**config.mk**
```make
export PLATFORM = sky130hd
export DESIGN_NAME = occ_channel
export DESIGN_NICKNAME = d
export VERILOG_FILES = /design/src/rtl/occ_channel.sv
export SDC_FILE = /design/constraint.sdc
export NUM_CORES = 1
export LEC_CHECK = 0
export CORE_MARGIN = 4
export CORE_UTILIZATION = 36
export CTS_CLUSTER_DIAMETER = 100
export DETAILED_ROUTE_END_ITERATION = 6
export GPL_TIMING_DRIVEN = 1
export PLACE_DENSITY = 0.68
export SETUP_SLACK_MARGIN = 0.2
export SYNTH_ARGS = -nofsm -noshare
export SYNTH_HDL_FRONTEND = slang
export SYNTH_SLANG_ARGS = --single-unit
```
**constraint.sdc**
```tcl
create_clock -name clk -period 2 [get_ports clk]
set_input_delay 0.3 -clock clk [delete_from_list [all_inputs] [get_ports clk]]
set_output_delay 0.3 -clock clk [all_outputs]
set_load 0.1 [all_outputs]
```
**src/rtl/occ_channel.sv**
```systemverilog
module occ_channel #(
  parameter int W = 16
) (
  input  logic         clk,
  input  logic         rst_n,
  input  logic [W-1:0] tmr_count,
  input  logic         tmr_down,
  input  logic         wr_en,
  input  logic [1:0]   wr_sel,
  input  logic [W-1:0] wr_data,
  input  logic         fault,
  output logic         pin_out,
  output logic         irq
);

  localparam logic [2:0] M_OFF   = 3'd0;
  localparam logic [2:0] M_RISE  = 3'd1;
  localparam logic [2:0] M_FALL  = 3'd2;
  localparam logic [2:0] M_TOG   = 3'd3;
  localparam logic [2:0] M_PULSE = 3'd4;
  localparam logic [2:0] M_TRAIN = 3'd5;
  localparam logic [2:0] M_EPWM  = 3'd6;
  localparam logic [2:0] M_CPWM  = 3'd7;

  logic [2:0]   mode_q;
  logic [W-1:0] pri_q, sec_q;
  logic         done_q;
  logic         pin_d, done_d, irq_d;

  wire hit_p   = tmr_count == pri_q;
  wire hit_s   = tmr_count == sec_q;
  wire mode_wr = wr_en && wr_sel == 2'd0;

  always_comb begin
    pin_d  = pin_out;
    done_d = done_q;
    irq_d  = 1'b0;
    case (mode_q)
      M_RISE, M_FALL: if (!done_q && hit_p) begin
        pin_d = (mode_q == M_RISE);
        done_d = 1'b1;
        irq_d = 1'b1;
      end
      M_TOG: if (hit_p) begin
        pin_d = !pin_out;
        irq_d = 1'b1;
      end
      M_PULSE, M_TRAIN: if (!done_q) begin
        if (!pin_out && hit_p) begin
          pin_d = 1'b1;
          irq_d = 1'b1;
        end else if (pin_out && hit_s) begin
          pin_d = 1'b0;
          done_d = (mode_q == M_PULSE);
          irq_d = 1'b1;
        end
      end
      M_EPWM: begin
        if (tmr_count == '0) pin_d = 1'b1;
        if (hit_p) begin
          pin_d = 1'b0;
          irq_d = 1'b1;
        end
      end
      M_CPWM: if (hit_p) begin
        pin_d = !tmr_down;
        irq_d = 1'b1;
      end
      default: pin_d = 1'b0;
    endcase
    if (fault) begin
      pin_d = 1'b0;
      irq_d = 1'b0;
    end
    if (mode_wr) begin
      pin_d  = (wr_data[2:0] == M_FALL) && !fault;
      done_d = 1'b0;
      irq_d  = 1'b0;
    end
  end

  always_ff @(posedge clk) begin
    if (!rst_n) begin
      mode_q  <= M_OFF;
      pri_q   <= '0;
      sec_q   <= '0;
      done_q  <= 1'b0;
      pin_out <= 1'b0;
      irq     <= 1'b0;
    end else begin
      if (mode_wr) mode_q <= wr_data[2:0];
      if (wr_en && wr_sel == 2'd1) pri_q <= wr_data;
      if (wr_en && wr_sel == 2'd2) sec_q <= wr_data;
      done_q  <= done_d;
      pin_out <= pin_d;
      irq     <= irq_d;
    end
  end

  a_r2_off_quiet: assert property (@(posedge clk) disable iff (!rst_n)
    (mode_q == M_OFF && !mode_wr) |=> (!pin_out && !irq));

  a_r10_fault_safe: assert property (@(posedge clk) disable iff (!rst_n)
    fault |=> (!pin_out && !irq));

  a_r5_toggle: assert property (@(posedge clk) disable iff (!rst_n)
    (mode_q == M_TOG && hit_p && !fault && !mode_wr) |=> (pin_out != $past(pin_out)));

  a_r3_rise_holds: assert property (@(posedge clk) disable iff (!rst_n)
    (mode_q == M_RISE && pin_out && !fault && !mode_wr) |=> pin_out);

  a_r4_fall_holds: assert property (@(posedge clk) disable iff (!rst_n)
    (mode_q == M_FALL && !pin_out && !fault && !mode_wr) |=> !pin_out);

  a_r12_start_level: assert property (@(posedge clk) disable iff (!rst_n)
    (mode_wr && !fault) |=> (pin_out == ($past(wr_data[2:0]) == M_FALL)));

endmodule

```
* Word level (Yosys, flattened, before mapping)
Index checks and enable logic that the tools add are counted.
** Storage, ports and cells
- Input port bits :: 39
- Register bits after elaboration :: 38
- Output and inout bits :: 2
** Cells by class
- Mux-type cells :: 22
- Equality and inequality tests :: 19
- Bitwise gates (word level) :: 1
- Reductions and logical operators :: 21
** Operators with widths (count)
- $eq A16 B16 Y1 :: 2
- $mux W1 :: 19
- $logic_not A16 Y1 :: 1
- $ne A4 B4 Y1 const B :: 4
- $eq A3 B3 Y1 const B :: 4
- $ne A5 B5 Y1 const B :: 2
- $eq A3 B2 Y1 const B :: 3
- $logic_and A1 B1 Y1 :: 7
- $reduce_and A6 Y1 :: 1
- $reduce_or A2 Y1 :: 3
- $reduce_or A3 Y1 :: 2
- $pmux W1 S5 :: 1
- $logic_not A1 Y1 :: 4
- $eq A3 B1 Y1 const B :: 1
- $pmux W1 S3 :: 1
- $eq A2 B1 Y1 const B :: 1
- $eq A2 B2 Y1 const B :: 1
- $logic_not A2 Y1 :: 1
- $ne A2 B2 Y1 const B :: 1
- $pmux W1 S2 :: 1
- $reduce_and A2 Y1 :: 1
- $reduce_bool A2 Y1 :: 1
- $not A1 Y1 :: 1

* Logic depth before layout (Yosys ltp)
- Word-level depth :: 8
- Gate-level depth with buffers :: 7

* Worst setup path before layout
OpenSTA, ideal clock, no wires.
- Path type :: reg-to-reg
- From :: reg pin_out
- To :: reg pin_out
- Path slack :: -4 ps
- Stages on the path, launching flop included :: 7
- Period minus slack after synthesis :: 2004 ps
- Library setup time :: 122 ps
- Data arrival time :: 1882 ps
- Cell sequence :: dfxtp_1 -> a21oi_1 -> o21ai_0 -> nor2_1 -> a31oi_1 -> o21ai_1 -> o311a_1
** On the way
- Word-level cells in the longest chain between the ends :: 7
- Elaborated cells on any way between the ends :: 11
- Classes of those cells :: eq/ne: 1; mux: 6; reduce/logical: 4
** Ends and longest elaborated chain
- start, declared :: line 12 : output logic pin_out,
- start signal, assigned :: line 95 : pin_out <= pin_d;
- $logic_not A1 Y1 :: line 45, 49
- $logic_and A1 B1 Y1 :: line 49 : if (!pin_out && hit_p) begin
- $mux W1 :: line 49
- $mux W1 :: line 48 : M_PULSE, M_TRAIN: if (!done_q) begin
- $pmux W1 S5 :: line 38 : case (mode_q)
- $mux W1 :: line 71 : if (fault) begin
- $mux W1 :: line 75 : if (mode_wr) begin
Parallel ways exist; a longest one is shown, timed or not. The select of a mux whose other input is x is not followed.
A chain may end at the register's enable or synchronous reset.

* Worst setup path in the final report
- From :: reg pri_q[11]
- To :: reg irq
** On the way
- Word-level cells in the longest chain between the ends :: 5
- Elaborated cells on any way between the ends :: 8
- Classes of those cells :: eq/ne: 1; mux: 5; reduce/logical: 2
** Ends and longest elaborated chain
- start, declared :: line 26 : logic [W-1:0] pri_q, sec_q;
- start signal, assigned :: line 92 : if (wr_en && wr_sel == 2'd1) pri_q <= wr_data;
- $eq A16 B16 Y1 * :: line 30 : wire hit_p = tmr_count == pri_q;
- $logic_and A1 B1 Y1 :: line 49
- $mux W1 :: line 49
- $mux W1 :: line 48
- $pmux W1 S3 * :: line 38
- end signal, assigned :: line 96 : irq <= irq_d;
- end, declared :: line 13 : output logic irq
Mark *: on every way between the ends. The rest lies on a longest branch, timed or not.

==> metrics.txt <==
# TYPE chip_impl_metric gauge
chip_impl_metric{name="max_cap_violations",unit=""} 0
chip_impl_metric{name="drt_pass1_iterations",unit=""} 4
chip_impl_metric{name="post-cts-setup-buffers",unit=""} 0
chip_impl_metric{name="final-hold-violation-count",unit=""} 0
chip_impl_metric{name="worst-endpoint-arrival",unit="ns"} 2.00
chip_impl_metric{name="synth_cell_type_count",unit=""} 35
chip_impl_metric{name="fmax",unit="MHz"} 567
chip_impl_metric{name="grt_overflow_total",unit=""} 0
chip_impl_metric{name="grt_first_pass_wirelength",unit="um"} 8420
chip_impl_metric{name="maxSlewViolCount",unit=""} 0
chip_impl_metric{name="die_h",unit="um"} 82.7
chip_impl_metric{name="wl_per_cell",unit="um"} 14.2
chip_impl_metric{name="syn-instance-count",unit=""} 242
chip_impl_metric{name="dp_hpwl",unit="um"} 3760
chip_impl_metric{name="vias",unit=""} 1785
chip_impl_metric{name="fin_skew",unit="ns"} 0.00343
chip_impl_info{name="critical_path.reg2reg.startpoint",value="pri_q[11]"} 1
chip_impl_info{name="ys_top_cells_by_area",value="dfxtp_1 38%, xor2_1 14%, nand2_1 12%"} 1
chip_impl_metric{name="synth_area_per_cell",unit="sq um"} 8.31
chip_impl_metric{name="ant_nets",unit=""} 0
chip_impl_metric{name="final_min_period_over_clock_period",unit="%"} 88.2
chip_impl_metric{name="syn_area",unit="sq mm"} 0.00201
chip_impl_metric{name="leakagePower",unit="nW"} 1.08
chip_impl_info{name="hold_class",value="flop to flop"} 1
chip_impl_metric{name="clock_buffer_count_from_cts",unit=""} 5
chip_impl_metric{name="first_global_vias",unit=""} 1753
chip_impl_metric{name="setup_viol",unit=""} 0
chip_impl_metric{name="ctsHoldBuffers",unit=""} 0
chip_impl_metric{name="fin_crit",unit="ns"} 1.76
chip_impl_metric{name="finalSetupTns",unit="ns"} 0
chip_impl_metric{name="fp-row-count",unit=""} 26
chip_impl_metric{name="number_of_synthesized_flops_with_an_enable_pin",unit=""} 0
chip_impl_metric{name="final_wl",unit="um"} 5190
chip_impl_info{name="final_cell_mix",value="65 x nand2_1, 37 x dfxtp_1, 32 x xor2_1"} 1
chip_impl_info{name="mostFrequentLayoutCell",value="nand2_1"} 1
chip_impl_metric{name="worst_skew_pair.late_latency",unit="ns"} 0.29
chip_impl_metric{name="clock_sinks",unit=""} 38
chip_impl_metric{name="slew_headroom",unit="%"} 73.8
chip_impl_metric{name="yosys_register_bits",unit=""} 38
chip_impl_info{name="ordered_cell_list_for_the_critical_path",value="xor2_1, nor4_1, nand4_1, buf_4, a211o_1, o21ai_1, and4b_1"} 1
chip_impl_metric{name="post-route-drc-count",unit=""} 0
chip_impl_metric{name="portBuffers",unit=""} 40
chip_impl_info{name="crit_slowest_cell",value="dfxtp_1"} 1
chip_impl_metric{name="cellPowerDensity",unit="mW/mm^2"} 613
chip_impl_metric{name="critPathMaxStageDelay",unit="ns"} 0.32
chip_impl_info{name="min_from",value="pri_q[14]"} 1
chip_impl_info{name="ys_dominant_reg_cell",value="dfxtp_1"} 1
chip_impl_metric{name="pin_count",unit=""} 41
chip_impl_metric{name="vias_per_cell",unit=""} 4.90
chip_impl_metric{name="inserted_diodes",unit=""} 0
chip_impl_metric{name="dpl.cell_count",unit=""} 356
chip_impl_metric{name="layoutNonFillerInstCount",unit=""} 364
chip_impl_metric{name="irDropWorstVdd",unit="V"} 0.000328
chip_impl_metric{name="post_layout_nets",unit=""} 332
chip_impl_metric{name="rr_worst_depth",unit=""} 7
chip_impl_metric{name="synth_top_area_share",unit="%"} 37.8
chip_impl_info{name="class_of_the_most_critical_setup_path",value="flop to flop"} 1
chip_impl_metric{name="detailedRoute.firstIterationViolations",unit=""} 159
chip_impl_info{name="worstSetupEndpointType",value="flop"} 1
chip_impl_metric{name="holdPathStages",unit=""} 2
chip_impl_info{name="run_status",value="completed"} 1
chip_impl_metric{name="synth_async_sr_flop_share",unit="%"} 0
chip_impl_metric{name="critPathMaxFanout",unit=""} 3
chip_impl_info{name="rsz0062_at_grt",value="yes"} 1
chip_impl_metric{name="synth_fp_nets",unit=""} 281
chip_impl_metric{name="gp_congestion",unit=""} 0.948
chip_impl_metric{name="floorplan.initialDensity",unit="%"} 38.2
chip_impl_metric{name="syn_to_final_growth",unit="%"} 32.2
chip_impl_metric{name="ys.warnings.count",unit=""} 0
chip_impl_metric{name="worst_slew_pin_slew",unit="ns"} 0.392
chip_impl_metric{name="grt_antenna_before_repair",unit=""} 0
chip_impl_metric{name="clock_path_buffers",unit=""} 2
chip_impl_metric{name="register_area_share_after_synthesis",unit="%"} 37.8
chip_impl_info{name="clk_root_buffer_cell",value="clkbuf_8"} 1
chip_impl_info{name="synth_top_cell_by_area",value="dfxtp_1"} 1
chip_impl_metric{name="cts-htree-levels",unit=""} 2
chip_impl_info{name="crit_path_start_kind",value="flop"} 1
chip_impl_metric{name="groute.usage.overall",unit="%"} 16.3
chip_impl_metric{name="fin_util",unit="%"} 50.4
chip_impl_metric{name="clk_pin_slew_worst_paths",unit="ns"} 0.08
chip_impl_metric{name="core_area",unit="sq mm"} 0.00527
chip_impl_info{name="timing.critical_path.from",value="pri_q[11]"} 1
chip_impl_metric{name="grt_start_max_net_pins",unit=""} 39
chip_impl_metric{name="die_area",unit="sq mm"} 0.00685
chip_impl_info{name="cts_tree",value="yes"} 1
chip_impl_metric{name="die_width",unit="um"} 82.7
chip_impl_metric{name="critical_path_required",unit="ns"} 2.24
chip_impl_metric{name="layout-drive-gt1-share",unit="%"} 13.3
-- state kept, by name (all words and copies together) (netlist names) --
signal   cells
pri_q       16
sec_q       16
mode_q       3
done_q       1
irq          1
pin_out      1
-- area by class of cell --
class	count	area [sq um]
clock inverter	2	12.5
timing repair buffer	57	503
tap	70	87.6
inverter	1	3.75
sequential	38	762
multi-input combinational	190	1210
fill	524	2610
clock buffer	6	82.6
-- cell usage after synthesis (2+ instances only) --
library cell and count:
nand2_1 65, dfxtp_1 38, xor2_1 32, a21boi_1 20
a21boi_0 12, nor4_1 12, clkbuf_1 9, nor2_1 8
a21oi_1 4, nor2b_1 4, mux2i_1 3, nand4_1 3
nor3_1 3, o21ai_0 3, and3b_1 2, buf_4 2
mux2_2 2, nand3b_1 2, o311a_1 2
-- where the power goes --
group | switching [mW] | internal, mW | total [mW]
logic | 0.127 | 0.135 | 0.262
clock network | 0.289 | 0.277 | 0.566
registers | 0.0208 | 0.780 | 0.801
-- repair_timing --
item / CTS / global route
setup endpoints to repair: 3 / 3
resized for setup: 14 / 11
pin swaps: 10 / 6
-- critical path: cells and delay by family (launching register included) --
kind                      cells  cell delay (ns)
xor gates and xnor gates      1             0.17
buffers and inverters         1             0.21
DFF                           1             0.32
AOI/OAI and AO/OA             2             0.29
and+or+nand+nor               3             0.72
-- through the flow --
stage	power (mW)	hold WS (ns)	cell area (sq um)	setup WS, ns
6_report	1.63	0.467	2660	0.235
5_1_grt	1.71	0.485	2660	0.174
4_1_cts	1.64	0.468	2640	0.191
3_5_place_dp	1.09	0.457	2560	-0.243
3_3_place_gp	1.09	0.453	2560	-0.202
2_1_floorplan	0.934	0.435	2010	0.341
-- logic make-up after synthesis --
kind of cell    synth area share (%)
mux                             2.61
xor+xnor                        14.4
buf+inv                         3.30
flops                           37.8
simple gates                    25.0
compound gates                  16.9
-- metal layers --
layer | GRT usage, % | up-vias | share of wire, %
met5 | 0 | - | 0
met1 | 20.8 | 804 | 46
met4 | 4.90 | 0 | 0.83
met2 | 27.8 | 51 | 48
li1 | - | 925 | -
met3 | 3.04 | 5 | 5.8
-- worst paths after layout --
check / to / slack [ns]
hold reg to reg: pri_q[14] / 0.47
setup / recovery: irq / 0.24
setup reg to reg: irq / 0.24
hold / removal: pri_q[14] / 0.47
Power figures use the tool's default switching activity.
